==> config.mk <==
export PLATFORM = sky130hd
export DESIGN_NAME = pmul8x16_unit
export DESIGN_NICKNAME = d
export VERILOG_FILES = /design/src/rtl/pmul_pkg.sv /design/src/rtl/pmul_opsel.sv /design/src/rtl/pmul_lane.sv /design/src/rtl/pmul_place.sv /design/src/rtl/pmul8x16_unit.sv
export SDC_FILE = /design/constraint.sdc
export NUM_CORES = 1
export LEC_CHECK = 0
export BUFFER_PORTS_ARGS = -buffer_cell sky130_fd_sc_hd__buf_2
export CORE_AREA = 2 2 247 225
export CTS_BUF_LIST = sky130_fd_sc_hd__clkbuf_16
export CTS_CLUSTER_SIZE = 14
export DETAILED_ROUTE_END_ITERATION = 7
export DIE_AREA = 0 0 249 227
export REMOVE_ABC_BUFFERS = 1
export SLEW_MARGIN = 20
export SYNTH_ARGS = -nofsm -noshare
export SYNTH_HDL_FRONTEND = slang
export SYNTH_SLANG_ARGS = --single-unit
==> constraint.sdc <==
create_clock -name clk -period 7.8 [get_ports clk]
set_clock_uncertainty 0.1 [all_clocks]
set_input_delay 0.78 -clock clk [delete_from_list [all_inputs] [get_ports clk]]
set_output_delay 0.78 -clock clk [all_outputs]
set_load 0.02 [all_outputs]
==> src/rtl/pmul_pkg.sv <==
package pmul_pkg;

    typedef enum logic [2:0] {
        VAR_LANE    = 3'd0,
        VAR_SCAL_HI = 3'd1,
        VAR_SCAL_LO = 3'd2,
        VAR_BYTE_HI = 3'd3,
        VAR_BYTE_LO = 3'd4,
        VAR_WIDE_HI = 3'd5,
        VAR_WIDE_LO = 3'd6,
        VAR_NONE    = 3'd7
    } variant_e;

    typedef enum logic {
        ST_IDLE = 1'b0,
        ST_OUT  = 1'b1
    } stage_e;

    function automatic logic is_wide(variant_e v);
        return (v == VAR_WIDE_HI) || (v == VAR_WIDE_LO);
    endfunction

endpackage

==> src/rtl/pmul_opsel.sv <==
// Routes bytes and multipliers from the operands to each lane per variant.
module pmul_opsel
    import pmul_pkg::*;
#(
    parameter int BW    = 8,
    parameter int MW    = 16,
    parameter int LANES = 4
) (
    input  variant_e                     sel,
    input  logic [LANES*MW-1:0]          opa,
    input  logic [LANES*MW-1:0]          opb,
    output logic [LANES-1:0][BW-1:0]     mcand,
    output logic [LANES-1:0][MW-1:0]     mplier
);
    localparam int HALF = LANES / 2;

    always_comb begin
        mcand  = '0;
        mplier = '0;
        for (int i = 0; i < LANES; i++) begin
            unique case (sel)
                VAR_LANE: begin
                    mcand[i]  = opa[i*BW +: BW];
                    mplier[i] = opb[i*MW +: MW];
                end
                VAR_SCAL_HI: begin
                    mcand[i]  = opa[i*BW +: BW];
                    mplier[i] = opb[MW +: MW];
                end
                VAR_SCAL_LO: begin
                    mcand[i]  = opa[i*BW +: BW];
                    mplier[i] = opb[0 +: MW];
                end
                VAR_BYTE_HI: begin
                    mcand[i]  = opa[i*MW+BW +: BW];
                    mplier[i] = opb[i*MW +: MW];
                end
                VAR_BYTE_LO: begin
                    mcand[i]  = opa[i*MW +: BW];
                    mplier[i] = opb[i*MW +: MW];
                end
                VAR_WIDE_HI: begin
                    if (i < HALF) begin
                        mcand[i]  = opa[i*MW+BW +: BW];
                        mplier[i] = opb[i*MW +: MW];
                    end
                end
                VAR_WIDE_LO: begin
                    if (i < HALF) begin
                        mcand[i]  = opa[i*MW +: BW];
                        mplier[i] = opb[i*MW +: MW];
                    end
                end
                VAR_NONE: begin
                end
            endcase
        end
    end

endmodule

==> src/rtl/pmul_lane.sv <==
// One unsigned-by-signed multiplier with middle-bit extraction and round-up.
module pmul_lane #(
    parameter int BW = 8,
    parameter int MW = 16
) (
    input  logic [BW-1:0] mcand,
    input  logic [MW-1:0] mplier,
    output logic [MW-1:0] rounded
);
    localparam int PW = BW + MW;

    logic [PW-1:0] a_ext;
    logic [PW-1:0] b_ext;
    logic [PW-1:0] prod;
    logic          unused_lsb;

    assign a_ext   = {{MW{1'b0}}, mcand};
    assign b_ext   = {{BW{mplier[MW-1]}}, mplier};
    assign prod    = a_ext * b_ext;
    assign rounded = prod[PW-1:BW] + {{(MW-1){1'b0}}, prod[BW-1]};
    assign unused_lsb = ^prod[BW-2:0];

endmodule

==> src/rtl/pmul_place.sv <==
// Packs rounded lane values into the result word per variant.
module pmul_place
    import pmul_pkg::*;
#(
    parameter int BW    = 8,
    parameter int MW    = 16,
    parameter int LANES = 4
) (
    input  variant_e                 sel,
    input  logic [LANES-1:0][MW-1:0] lane_res,
    output logic [LANES*MW-1:0]      packed_res
);
    localparam int HALF = LANES / 2;

    always_comb begin
        packed_res = '0;
        if (is_wide(sel)) begin
            for (int i = 0; i < HALF; i++) begin
                packed_res[i*2*MW + BW-1 +: MW] = lane_res[i];
            end
        end else if (sel != VAR_NONE) begin
            for (int i = 0; i < LANES; i++) begin
                packed_res[i*MW +: MW] = lane_res[i];
            end
        end
    end

endmodule

==> src/rtl/pmul8x16_unit.sv <==
module pmul8x16_unit
    import pmul_pkg::*;
#(
    parameter int BW    = 8,
    parameter int MW    = 16,
    parameter int LANES = 4
) (
    input  logic                clk,
    input  logic                rst_n,
    input  logic                in_valid,
    input  logic [2:0]          variant,
    input  logic [LANES*MW-1:0] opa,
    input  logic [LANES*MW-1:0] opb,
    output logic                out_valid,
    output logic [LANES*MW-1:0] result
);
    localparam int DW   = LANES * MW;
    localparam int HALF = LANES / 2;

    variant_e                 sel_v;
    logic [LANES-1:0][BW-1:0] mcand;
    logic [LANES-1:0][MW-1:0] mplier;
    logic [LANES-1:0][MW-1:0] lane_res;
    logic [DW-1:0]            placed;
    stage_e                   state;
    stage_e                   state_nxt;

    assign sel_v = variant_e'(variant);

    pmul_opsel #(.BW(BW), .MW(MW), .LANES(LANES)) u_opsel (
        .sel    (sel_v),
        .opa    (opa),
        .opb    (opb),
        .mcand  (mcand),
        .mplier (mplier)
    );

    for (genvar g = 0; g < LANES; g++) begin : g_lane
        pmul_lane #(.BW(BW), .MW(MW)) u_lane (
            .mcand   (mcand[g]),
            .mplier  (mplier[g]),
            .rounded (lane_res[g])
        );
    end

    pmul_place #(.BW(BW), .MW(MW), .LANES(LANES)) u_place (
        .sel        (sel_v),
        .lane_res   (lane_res),
        .packed_res (placed)
    );

    // Stage state register
    always_ff @(posedge clk) begin
        if (!rst_n) state <= ST_IDLE;
        else        state <= state_nxt;
    end

    always_comb begin
        unique case (state)
            ST_IDLE: state_nxt = in_valid ? ST_OUT : ST_IDLE; // issue / rest
            ST_OUT:  state_nxt = in_valid ? ST_OUT : ST_IDLE; // stream / drain
        endcase
    end

    // Result capture
    always_ff @(posedge clk) begin
        if (!rst_n)        result <= '0;
        else if (in_valid) result <= placed;
    end

    // Outputs from state
    always_comb begin
        out_valid = (state == ST_OUT);
    end

    // Bits that a wide variant may write
    logic [DW-1:0] wide_keep;
    always_comb begin
        wide_keep = '0;
        for (int i = 0; i < HALF; i++) begin
            wide_keep[i*2*MW + BW-1 +: MW] = '1;
        end
    end

    p_issue_r1: assert property (@(posedge clk) disable iff (!rst_n)
        in_valid |=> out_valid);
    p_idle_r1: assert property (@(posedge clk) disable iff (!rst_n)
        !in_valid |=> !out_valid);
    p_hold_r8: assert property (@(posedge clk) disable iff (!rst_n)
        !in_valid |=> $stable(result));
    p_wide_gap_r6: assert property (@(posedge clk) disable iff (!rst_n)
        (in_valid && is_wide(sel_v)) |=> ((result & ~wide_keep) == '0));
    p_none_zero_r7: assert property (@(posedge clk) disable iff (!rst_n)
        (in_valid && sel_v == VAR_NONE) |=> (result == '0));
    p_bcast_r4: assert property (@(posedge clk) disable iff (!rst_n)
        (sel_v == VAR_SCAL_HI || sel_v == VAR_SCAL_LO) |-> (mplier[0] == mplier[LANES-1]));

endmodule

# --- Word-level counts from Yosys, hierarchy flattened ---
# Cells that the tools add are included.
totals:
  ff_bits: 65
  inputBits: 134
  out_inout_bits: 65
  wordCells: 41
op_classes:
  add_sub_neg: 4
  n_mul: 4
  eq_ne: 7
  muxes: 15
  reduce_logical: 9
ops:
  columns: ["operator", "count"]
  rows:
  - ["$mul 9x16->24", 4]
  - ["$pmux 16 s3", 2]
  - ["$pmux 8 s3", 3]
  - ["$add 16x1->16", 4]
  - ["$mux 64", 1]
  - ["$pmux 16 s2", 2]
  - ["$mux 16", 3]
  - ["$pmux 8 s2", 1]
  - ["$reduce_or 6->1", 2]
  - ["$eq 3x3->1 const B", 3]
  - ["$mux 9", 1]
  - ["$mux 7", 1]
  - ["$eq 3x2->1 const B", 2]
  - ["$reduce_or 3->1", 2]
  - ["$reduce_or 5->1", 1]
  - ["$reduce_or 2->1", 2]
  - ["$eq 3x1->1 const B", 1]
  - ["$logic_not 3->1", 1]
  - ["$ne 3x3->1 const B", 1]
  - ["$logic_or 1x1->1", 1]
  - ["$mux 1", 1]

# --- Longest topological paths before layout ---
# Gate-level depths: netlist (run 1).
depth:
  word_depth: 7
  mapped_depth: 36
  mapped_depth_nobuf: 31

# --- Hierarchy ---
# From an unflattened synthesis (run 1), not the netlist that was laid out.
unflattened:
  cells_unflattened: 3161
  hier_area_um2: 25361.8
by_module_without_submodules:
  columns: ["mod", "n_inst", "cells_per_inst", "area_each_um2", "seq_area_each_um2"]
  rows:
  - ["pmul_lane (g_lane[1].u_lane)", 1, 614, 5039.8, 0.0]
  - ["pmul_lane (g_lane[3].u_lane)", 1, 616, 4999.8, 0.0]
  - ["pmul_lane (g_lane[0].u_lane)", 1, 574, 4805.9, 0.0]
  - ["pmul_lane (g_lane[2].u_lane)", 1, 571, 4783.3, 0.0]
  - ["pmul8x16_unit", 1, 208, 2489.9, 1301.2]
  - ["pmul_opsel", 1, 392, 2296.0, 0.0]
  - ["pmul_place", 1, 186, 947.2, 0.0]

# --- Worst setup path after synthesis (run 1) ---
# Ideal clock, no wire load.
synth_path:
  path_kind: "input to register"
  startpoint: "in variant[0]"
  endpoint: "reg result[30]"
  arrival_time_ns: 8.265
  required_ns: 7.583
  path_slack_ns: -0.683
  stages: 30
  n_path_buf: 7
  cell_sequence: "buf_6 buf_2 buf_6 clkbuf_1 buf_1 clkbuf_1 nand2_1 a21oi_1 a21o_1 nand2_1 fa_1 inv_1 fa_1 fa_1 inv_1 fa_1 inv_1 ha_1 clkbuf_1 a21o_1 a21o_1 a221o_1 a221o_1 a221o_1 a21o_1 xor2_1 nand4b_2 o21a_1 or4_1 a32o_1"
synth_via:
  elab_chain_len: 7
  word_cells_on_any_way: 19
  classes_between: "add/sub (1); mul (1); eq/ne (7); mux (4); reduce/logical (6)"
synth_rtl:
  columns: ["element", "line", "source"]
  rows:
  - ["from (decl)", "pmul8x16_unit.sv:11", "input logic [2:0] variant,"]
  - ["$eq 3x3->1 (tied with other cells)", "pmul_pkg.sv:20, pmul_opsel.sv:21", null]
  - ["$reduce_or 6->1 (no line) (tied with other cells)", null, null]
  - ["$pmux 16 s2 / $pmux 8 s3 (equally long branches)", "pmul_opsel.sv:21", "unique case (sel)"]
  - ["$mul 9x16->24", "pmul_lane.sv:19", "assign prod = a_ext * b_ext;"]
  - ["$add 16x1->16", "pmul_lane.sv:20", "assign rounded = prod[PW-1:BW] + {{(MW-1){1'b0}}, prod[BW-1]};"]
  - ["$mux 64", "pmul_place.sv:21", "end else if (sel != VAR_NONE) begin"]
  - ["$mux 16 *", "pmul_place.sv:17", "if (is_wide(sel)) begin"]
  - ["to (signal assigned)", "pmul8x16_unit.sv:68", "else if (in_valid) result <= placed;"]
  - ["to (decl)", "pmul8x16_unit.sv:15", "output logic [LANES*MW-1:0] result"]
# Every way passes the cells marked *; elsewhere a longest branch is shown, timed or not.
# A chain may end at the register's enable or synchronous reset.

# --- Worst setup path after layout (run 1) ---
layout_path:
  startpoint: "in variant[1]"
  endpoint: "reg result[15]"
layout_via:
  elab_chain_len: 7
  word_cells_on_any_way: 18
  classes_between: "add/sub (1); mul (1); eq/ne (7); mux (4); reduce/logical (5)"
layout_rtl:
  columns: ["element", "line"]
  rows:
  - ["$eq 3x3->1 (tied with other cells)", "pmul_pkg.sv:20, pmul_opsel.sv:21"]
  - ["$reduce_or 6->1 (no line) (tied with other cells)", null]
  - ["$pmux 16 s2 / $pmux 8 s2 (equally long branches)", "pmul_opsel.sv:21"]
  - ["$mul 9x16->24", "pmul_lane.sv:19"]
  - ["$add 16x1->16", "pmul_lane.sv:20"]
  - ["$mux 64", "pmul_place.sv:21"]
  - ["$mux 16 *", "pmul_place.sv:17"]
# Marked as above.

==> results of run 1 <==
## cell usage after synthesis, types with 7 or more instances
cell type | count | area [sq um]
nand2_1 | 358 | 1340
nor3_1 | 32 | 160
and2_1 | 35 | 219
buf_1 | 13 | 48.8
a221oi_1 | 10 | 87.6
a211oi_1 | 12 | 90.1
buf_6 | 11 | 124
nor2b_1 | 25 | 156
a21oi_1 | 174 | 871
o31ai_1 | 9 | 67.6
and3_1 | 17 | 106
or2_2 | 15 | 93.8
a21boi_0 | 12 | 90.1
nor4_1 | 10 | 62.6
nor2_1 | 333 | 1250
xnor2_1 | 78 | 683
xor2_1 | 44 | 385
o211ai_1 | 8 | 60.1
a21oi_2 | 7 | 61.3
a221o_1 | 10 | 100
clkbuf_1 | 93 | 349
o22ai_1 | 19 | 119
o21a_1 | 37 | 278
mux2i_1 | 19 | 190
and4b_1 | 7 | 70.1
inv_1 | 563 | 2110
nand4_1 | 12 | 75.1
a21o_1 | 71 | 533
nand3_1 | 44 | 220
nand2b_1 | 51 | 319
a31oi_1 | 9 | 56.3
or3_1 | 12 | 75.1
ha_1 | 180 | 2250
a22oi_1 | 25 | 188
o21ai_1 | 9 | 45.0
o21ai_0 | 96 | 480
fa_1 | 396 | 7930
dfxtp_1 | 65 | 1300
## metrics by stage
stage,utilization [%],area [sq um],total power [W],worst slack [ns]
after global placement,53.6,28900,0.00998,-0.0420
after CTS,54.2,29200,0.0107,0.209
after global routing,54.4,29300,0.0118,-0.0234
after floorplan,-,23600,0.00610,-0.619
after detailed placement,53.6,28900,0.0101,-0.145
final,54.4,29300,0.0108,0.286
## area by class of cell
class                           instances  area, sq um
Multi-Input combinational cell       2315        20200
Sequential cell                        65         1300
Antenna cell                            9         22.5
Clock inverter                          7         82.6
Fill cell                            5274        24500
Tap cell                              705          882
Inverter                              566         2120
Timing Repair Buffer                  641         4450
Clock buffer                            9          225
## flip-flops by register name (all words and copies together), names as in the netlist
name	cells
out_valid	1
result	64
## cell families (layout without fill, tap and decap cells)
logic type / after synthesis / after routing / synth area share, %
AO/OA/AOI/OAI: 588 / 588 / 16.4
XOR/XNOR: 124 / 124 / 4.57
adder cells (fa/ha/maj): 576 / 576 / 42.2
buffers and inverters: 688 / 1223 / 11.1
flip-flops: 65 / 65 / 5.40
multiplexers: 24 / 24 / 1.02
other: 0 / 9 / 0
AND/OR/NAND/NOR: 1003 / 1003 / 19.3
## per-layer routing
metal	track usage, %	up-vias
li1	-	10900
met1	44.3	11600
met2	50.0	769
met3	3.60	108
met4	9.23	4
met5	0	-
## where the power goes
group / switching (W) / leakage [nW] / internal, W
clock network: 0.000211 / 0.145 / 0.000254
registers: 0.0000523 / 0.535 / 0.000431
logic: 0.00537 / 14.7 / 0.00447
total: 0.00563 / 15.4 / 0.00515
## repair_timing
item	in CTS	in global routing
resized for setup	0	17
setup buffers	0	5
endpoints found under the hold margin	0	0
endpoints found under the setup margin	0	14
## worst register-to-register path: cells and delay by family, from the launching register on
family          cells  cell delay, ns
compound gates      2            0.50
flops               1            0.33
simple gates        3            0.44
## path summary, 6_finish.rpt
check | from | endpoint | slack (ns)
max reg2reg | result[15] | result[15] | 6.32
min reg2reg | result[59] | result[59] | 0.35
max | variant[1] | result[15] | 0.29
min | result[59] | result[59] | 0.35
==> results.cfg, run 1 <==
[logic_synthesis]
ys_types = 104
avgSynthCellArea_sq_um = 7.86
synth-warning-count = 0
synth_edf_count = 0
ys_seq_elements = 65
synthCells = 3068
seq_area_frac_synth_pct = 5.40
syn_area_sq_um = 24100
synthFlopType = dfxtp_1
async_reset_ff_share_pct = 0

[clocking]
cts_num_sinks = 65
clk_pin_slew_worst_paths_ns = 0.07
h-tree-depth = 3
cts_root_buf = clkbuf_16
cts_buffers = 9
clk_latency_ns = 0.37
clk_path_buf_depth = 2
cts_tree = built
cts_hold_buf = 0

[global_routing]
grt_overflow = 0
grt_max_degree = 57
grt_usage_pct = 31.1
antenna_found_initial = 12
grt_pass1_wl_um = 136000
grt_pass1_vias = 24000

[final_layout]
layout-drive-gt1-share_pct = 21.0
final_common_cell = inv_1
area_growth_pct = 21.6
finalNetCount = 4308
stdcell_count = 4317
final_cell_mix = inv_1, buf_4, fa_1

[floorplan]
die_y_um = 227
io_pins = 199
start_util_pct = 44.8
die_area_sq_um = 56500
coreArea_sq_um = 53800
std_cell_rows = 81
die_w_um = 249

[placed_design]
place_congestion = 0.985
dpl.hpwl_um = 74400
dp_cells = 4287
port_buffers = 198

[route]
wl_um = 85000
drc = 0
num_vias = 23400
firstDrtPassIters = 6
viasPerCell = 5.42
maxUsedRoutingLayer = met5
wl_met3_um = 5370
drtIter0Drc = 1772
m1WireLength_um = 39100
wl_met2_um = 38100
post_drt_wl_per_cell_um = 19.7
ant_nets = 0

[critical_path]
r2r_cells = 5
path_class = in -> reg
slowest_delay_ns = 0.56
arrival_ns = 7.67
start_kind = input port
required_ns = 7.95
path_max_fanout = 23
worstSetupEndpointType = flip-flop
cp_num_cells = 29
crit_top_cell = buf_4
path_buf_inv = 9
critical_path.top_delay_family = adder cells
critPathSlowestCell = fa_1

[timing]
worst_pin_slew_ns = 1.08
setup-tns-final_ns = 0
fin_crit_ns = 7.51
fmax_mhz = 133
timing.final.max_slew_violations = 0
setup_viol = 0
hold_viol_final = 0
period_share_pct = 96.3
slew_headroom_pct = 27.4
holdWs_ns = 0.351

[flow_run]
maxCapViolCount = 0

[hold_path]
min_path_cells = 2
hp-class = reg -> reg

[outcome]
status = complete, no violations

[power]
peakVddDrop_mv = 0.481
power_density_nw_per_um2 = 368
p_leak_nw = 15.4
Power figures use the tool's default switching activity.
==> run 2: changes to the inputs <==
Clock period 7.8 ns to 8.55 ns, I/O delays scaled along.
==> run 2 against run 1 <==
Compared with the run above: clock power is 11% lower; setup slack better by 0.21 ns; final cell count is 6.7% lower; combinational power is 22% lower; global-route usage is 1.4 points lower; final area is 8.0% lower; wire length is 3.6% lower; register-to-register slack better by 0.81 ns; critical path depth is 1 higher; largest cell class unchanged; largest power group unchanged; highest routed layer unchanged.
==> results.cfg, run 2 (synthesis results as in run 1) <==
[final_layout]
nFillCells = 5320
final_common_cell = inv_1
finalNetCount = 4015
final_cell_mix = inv_1, fa_1, nand2_1
area_growth_pct = 11.8
largest_register = result
final_core_util_pct = 50.1
layout-drive-gt1-share_pct = 13.8
largest_register_ffs = 64

[critical_path]
reg2reg_from = result[15]
start_kind = input port
crit_path_start = variant[1]
path_max_fanout = 15
path_class = in -> reg
arrival_ns = 8.23
required_ns = 8.73
worstSetupEndpointType = flip-flop
r2r_setup_slack_ns = 7.13
r2r_cells = 5
crit_top_cell = nand2_1
slowest_delay_ns = 0.52
critPathSlowestCell = fa_1
reg2reg_to = result[15]

[route]
viasPerCell = 5.55
maxUsedRoutingLayer = met5
wl_um = 82000
ant_nets = 0
num_vias = 22300
firstDrtPassIters = 6
wl_met2_um = 36900
drc = 0
m1WireLength_um = 36000
drtIter0Drc = 1830
post_drt_wl_per_cell_um = 20.4
wl_met3_um = 7220

[outcome]
status = complete, no violations

[power]
peakVddDrop_mv = 0.351
power_switching_share_pct = 56.4
power_w = 0.00850
power_density_nw_per_um2 = 316
internal-power_w = 0.00370
p_leak_nw = 13.9
pwr-share-clk_pct = 4.9
seq_power_share_pct = 5.2
power_frac_comb_pct = 89.9
switchingPower_w = 0.00480

[timing]
timing.final.max_slew_violations = 0
holdWs_ns = 0.376
worst_pin_slew_ns = 1.04
hold_viol_final = 0
fmax_mhz = 124
setup_viol = 0
fin_crit_ns = 8.05
period_share_pct = 94.2
setup-tns-final_ns = 0
slew_headroom_pct = 30.1
rsz0062_at_grt = false

[floorplan]
start_util_pct = 44.8
die_area_sq_um = 56500
io_pins = 199
die_y_um = 227
std_cell_rows = 81
die_w_um = 249
coreArea_sq_um = 53800

[clocking]
h-tree-depth = 3
cts_root_buf = clkbuf_16
clk_pin_slew_worst_paths_ns = 0.07
clk_path_buf_depth = 2
cts_tree = built
cts_num_sinks = 65
clk_latency_ns = 0.39
cts_buffers = 9
cts_hold_buf = 0

[hold_path]
min_from = result[31]
min_path_cells = 2
holdPathEnd = result[31]
hp-class = reg -> reg

[global_routing]
grt_pass1_vias = 22600
grt_overflow = 0
grt_pass1_wl_um = 129000
antenna_found_initial = 15
grt_usage_pct = 29.7
grt_max_degree = 64

[placed_design]
place_congestion = 0.956
dpl.hpwl_um = 71200
port_buffers = 198

[flow_run]
maxCapViolCount = 0
[run 2: cell type report]
cell class | instances | area, sq um | area share [%]
clock inverter | 7 | 85.1 | 0.316
sequential | 65 | 1300 | 4.83
inverter | 566 | 2130 | 7.90
clock buffer | 9 | 225 | 0.836
timing repair buffer | 348 | 2130 | 7.91
antenna | 11 | 27.5 | 0.102
multi-input combinational | 2315 | 20200 | 74.8
tap | 705 | 882 | 3.27
[run 2: worst max path at each step]
stage / endpoint / slack [ns] / depth (start not counted)
floorplan: result[30] / 0.06 / 23
global placement: result[54] / 0.26 / 27
finish: result[30] / 0.50 / 30
CTS: result[30] / 0.47 / 31
detailed placement: result[30] / 0.09 / 31
global route: result[15] / 0.009 / 27
[run 2: metal layers]
layer / GRT usage (%) / up-vias
li1: - / 10300
met1: 40.9 / 11100
met2: 47.8 / 867
met3: 6.05 / 85
met4: 8.15 / 2
met5: 0 / -
[run 2: worst max-delay path, delay by kind of cell]
kind	cells	cell delay, ns
AO/OA/AOI/OAI	6	1.46
multiplexers	1	0.12
XOR/XNOR	1	0.19
AND/OR/NAND/NOR	11	2.30
buffers and inverters	5	0.67
adder cells (fa/ha/maj)	6	2.61
[run 2: stage by stage]
stage	area (sq um)	instances	setup WS (ns)
detailed placement	26600	3997	0.0921
global placement	26600	3997	0.259
finish	26900	4026	0.499
global route	26900	4023	0.00896
CTS	26900	4013	0.467
floorplan	23600	2946	0.0561
[run 2: timing repair]
action                     4_1_cts  5_1_grt
setup buffers                    0        2
setup endpoints to repair        0        4
gates resized for setup          0        5
[run 2: power by group through the flow]
stage	combinational [W]	clock (W)	sequential (W)
6_report	0.00765	0.000415	0.000444
2_1_floorplan	0.00502	0	0.000541
3_3_place_gp	0.00746	0	0.000448
4_1_cts	0.00763	0.000427	0.000445
3_5_place_dp	0.00757	0	0.000450
5_1_grt	0.00851	0.000432	0.000452
==> run 3: changes to the inputs <==
Settings changed: GPL_TIMING_DRIVEN set to 1, REMOVE_ABC_BUFFERS 1 to not set.
==> run 3 against run 2 <==
Compared with the run above: power up 1.6%; clock-buffer cell count is the same; wire length rose by 1.6%; clock power down 3%; combinational power is 2% higher; hold slack lost 0.028 ns; via count decreased by 0.51%; global-route usage is 0.26 points higher; register-to-register slack got worse by 0.08 ns; non-clock buffer count is 54 lower; utilization is 0.80 points lower; final cell count down 1.5%; critical endpoint is now result[47].
==> results.cfg, run 3 (synthesis results as in run 1) <==
[outcome]
status = complete, no violations

[floorplan]
die_area_sq_um = 56500
coreArea_sq_um = 53800
die_y_um = 227
std_cell_rows = 81
die_w_um = 249
start_util_pct = 44.8
io_pins = 199

[timing]
rsz0062_at_grt = false
worst_pin_slew_ns = 1.02
fin_crit_ns = 8.21
hold_viol_final = 0
slew_headroom_pct = 31.2
timing.final.max_slew_violations = 0
fmax_mhz = 122
period_share_pct = 96.0
setup_viol = 0
setup-tns-final_ns = 0

[final_layout]
regArea_sq_um = 1300
final_common_cell = inv_1
stdcell_count = 3967
area_growth_pct = 10.0
largest_register_ffs = 64
largest_register = result
nFillCells = 5384
final_cell_mix = inv_1, fa_1, nand2_1
multi_input_area_sq_um = 20200
finalNetCount = 3961
layout-drive-gt1-share_pct = 12.3

[global_routing]
grt_overflow = 0
grt_pass1_wl_um = 130000
grt_pass1_vias = 22200
grt_usage_pct = 30.0
antenna_found_initial = 7
grt_max_degree = 96

[route]
firstDrtPassIters = 6
drtIter0Drc = 1986
wl_um = 83300
ant_nets = 0
post_drt_wl_per_cell_um = 21.0
drc = 0
num_vias = 22200
viasPerCell = 5.60

[clocking]
cts_root_buf = clkbuf_16
clk_path_buf_depth = 2
clk_latency_ns = 0.36
cts_setup_buffers = 0
h-tree-depth = 3
cts_buffers = 9
cts_tree = built
clk_pin_slew_worst_paths_ns = 0.07
cts_num_sinks = 65

[placed_design]
place_congestion = 0.980
dp_cells = 3945
port_buffers = 198
dpl.hpwl_um = 72200

[critical_path]
worstSetupEndpointType = flip-flop
arrival_ns = 8.37
slowest_delay_ns = 0.56
path_buf_inv = 7
path_max_fanout = 38
start_kind = input port
path_class = in -> reg
required_ns = 8.71
critPathSlowestCell = fa_1
critical_path.top_delay_family = adder cells

[flow_run]
maxCapViolCount = 0

[hold_path]
hp-class = reg -> reg

[logic_synthesis]
synth_fp_nets = 3778

[power]
peakVddDrop_mv = 0.319
power_density_nw_per_um2 = 326
p_leak_nw = 13.7
run 3: cell count changes in the layout (fill, tap and decap cells not counted), moves of 3 or more:
cell / change
a221oi_2: -3
a221oi_1: +3
diode_2: -5
buf_4: -54
run 3: layout make-up:
class                      count  share of cell area, %
clock inverter                 7                  0.311
inverter                     566                   8.01
sequential                    65                   4.91
timing repair buffer         294                   6.51
multi-input combinational   2315                   76.0
antenna                        6                 0.0566
clock buffer                   9                  0.849
tap                          705                   3.33
run 3: per-layer routing:
layer	GRT usage (%)	part of all wire, %	wire length (um)	vias to the layer above
met5	0	0.031	26	-
met4	12.9	4.6	3860	4
met3	3.68	7.6	6350	155
met2	45.7	43	35900	876
met1	43.1	45	37200	11000
li1	-	-	-	10200
run 3: power by group:
part | internal (W) | switching, W
clock | 0.000231 | 0.000171
sequential | 0.000393 | 0.0000577
combinational | 0.00290 | 0.00489
run 3: path summary, 6_finish.rpt:
check / from / end / slack [ns] / depth (start not counted)
worst max register to register: result[15] / result[15] / 7.05 / 5
worst max-delay path: variant[2] / result[47] / 0.34 / 27
worst min register to register: result[63] / result[63] / 0.35 / 2
worst min-delay path: result[63] / result[63] / 0.35 / 2
run 3: through the flow:
step	area, sq um	util [%]	hold WS, ns	power [W]	worst slack, ns
6_report	26500	49.3	0.348	0.00864	0.339
3_3_place_gp	26200	48.6	0.337	0.00800	0.135
2_1_floorplan	24100	-	0.423	0.00560	0.0846
5_1_grt	26500	49.3	0.370	0.00943	0.00214
4_1_cts	26500	49.2	0.350	0.00856	0.402
3_5_place_dp	26200	48.6	0.336	0.00808	0.0663
run 3: worst register-to-register path, cell delays in order (launching register included):
cell and delay [ns]:
dfxtp_1 0.38, o21ai_0 0.32, nor3_1 0.11, and3_1 0.22, a211oi_1 0.18, nand2_1 0.08
run 3: timing repair:
| item | CTS | global route |
|---|---|---|
| endpoints found under the setup margin | 0 | 3 |
| hold buffers | 0 | 0 |
| gates resized for setup | 0 | 3 |
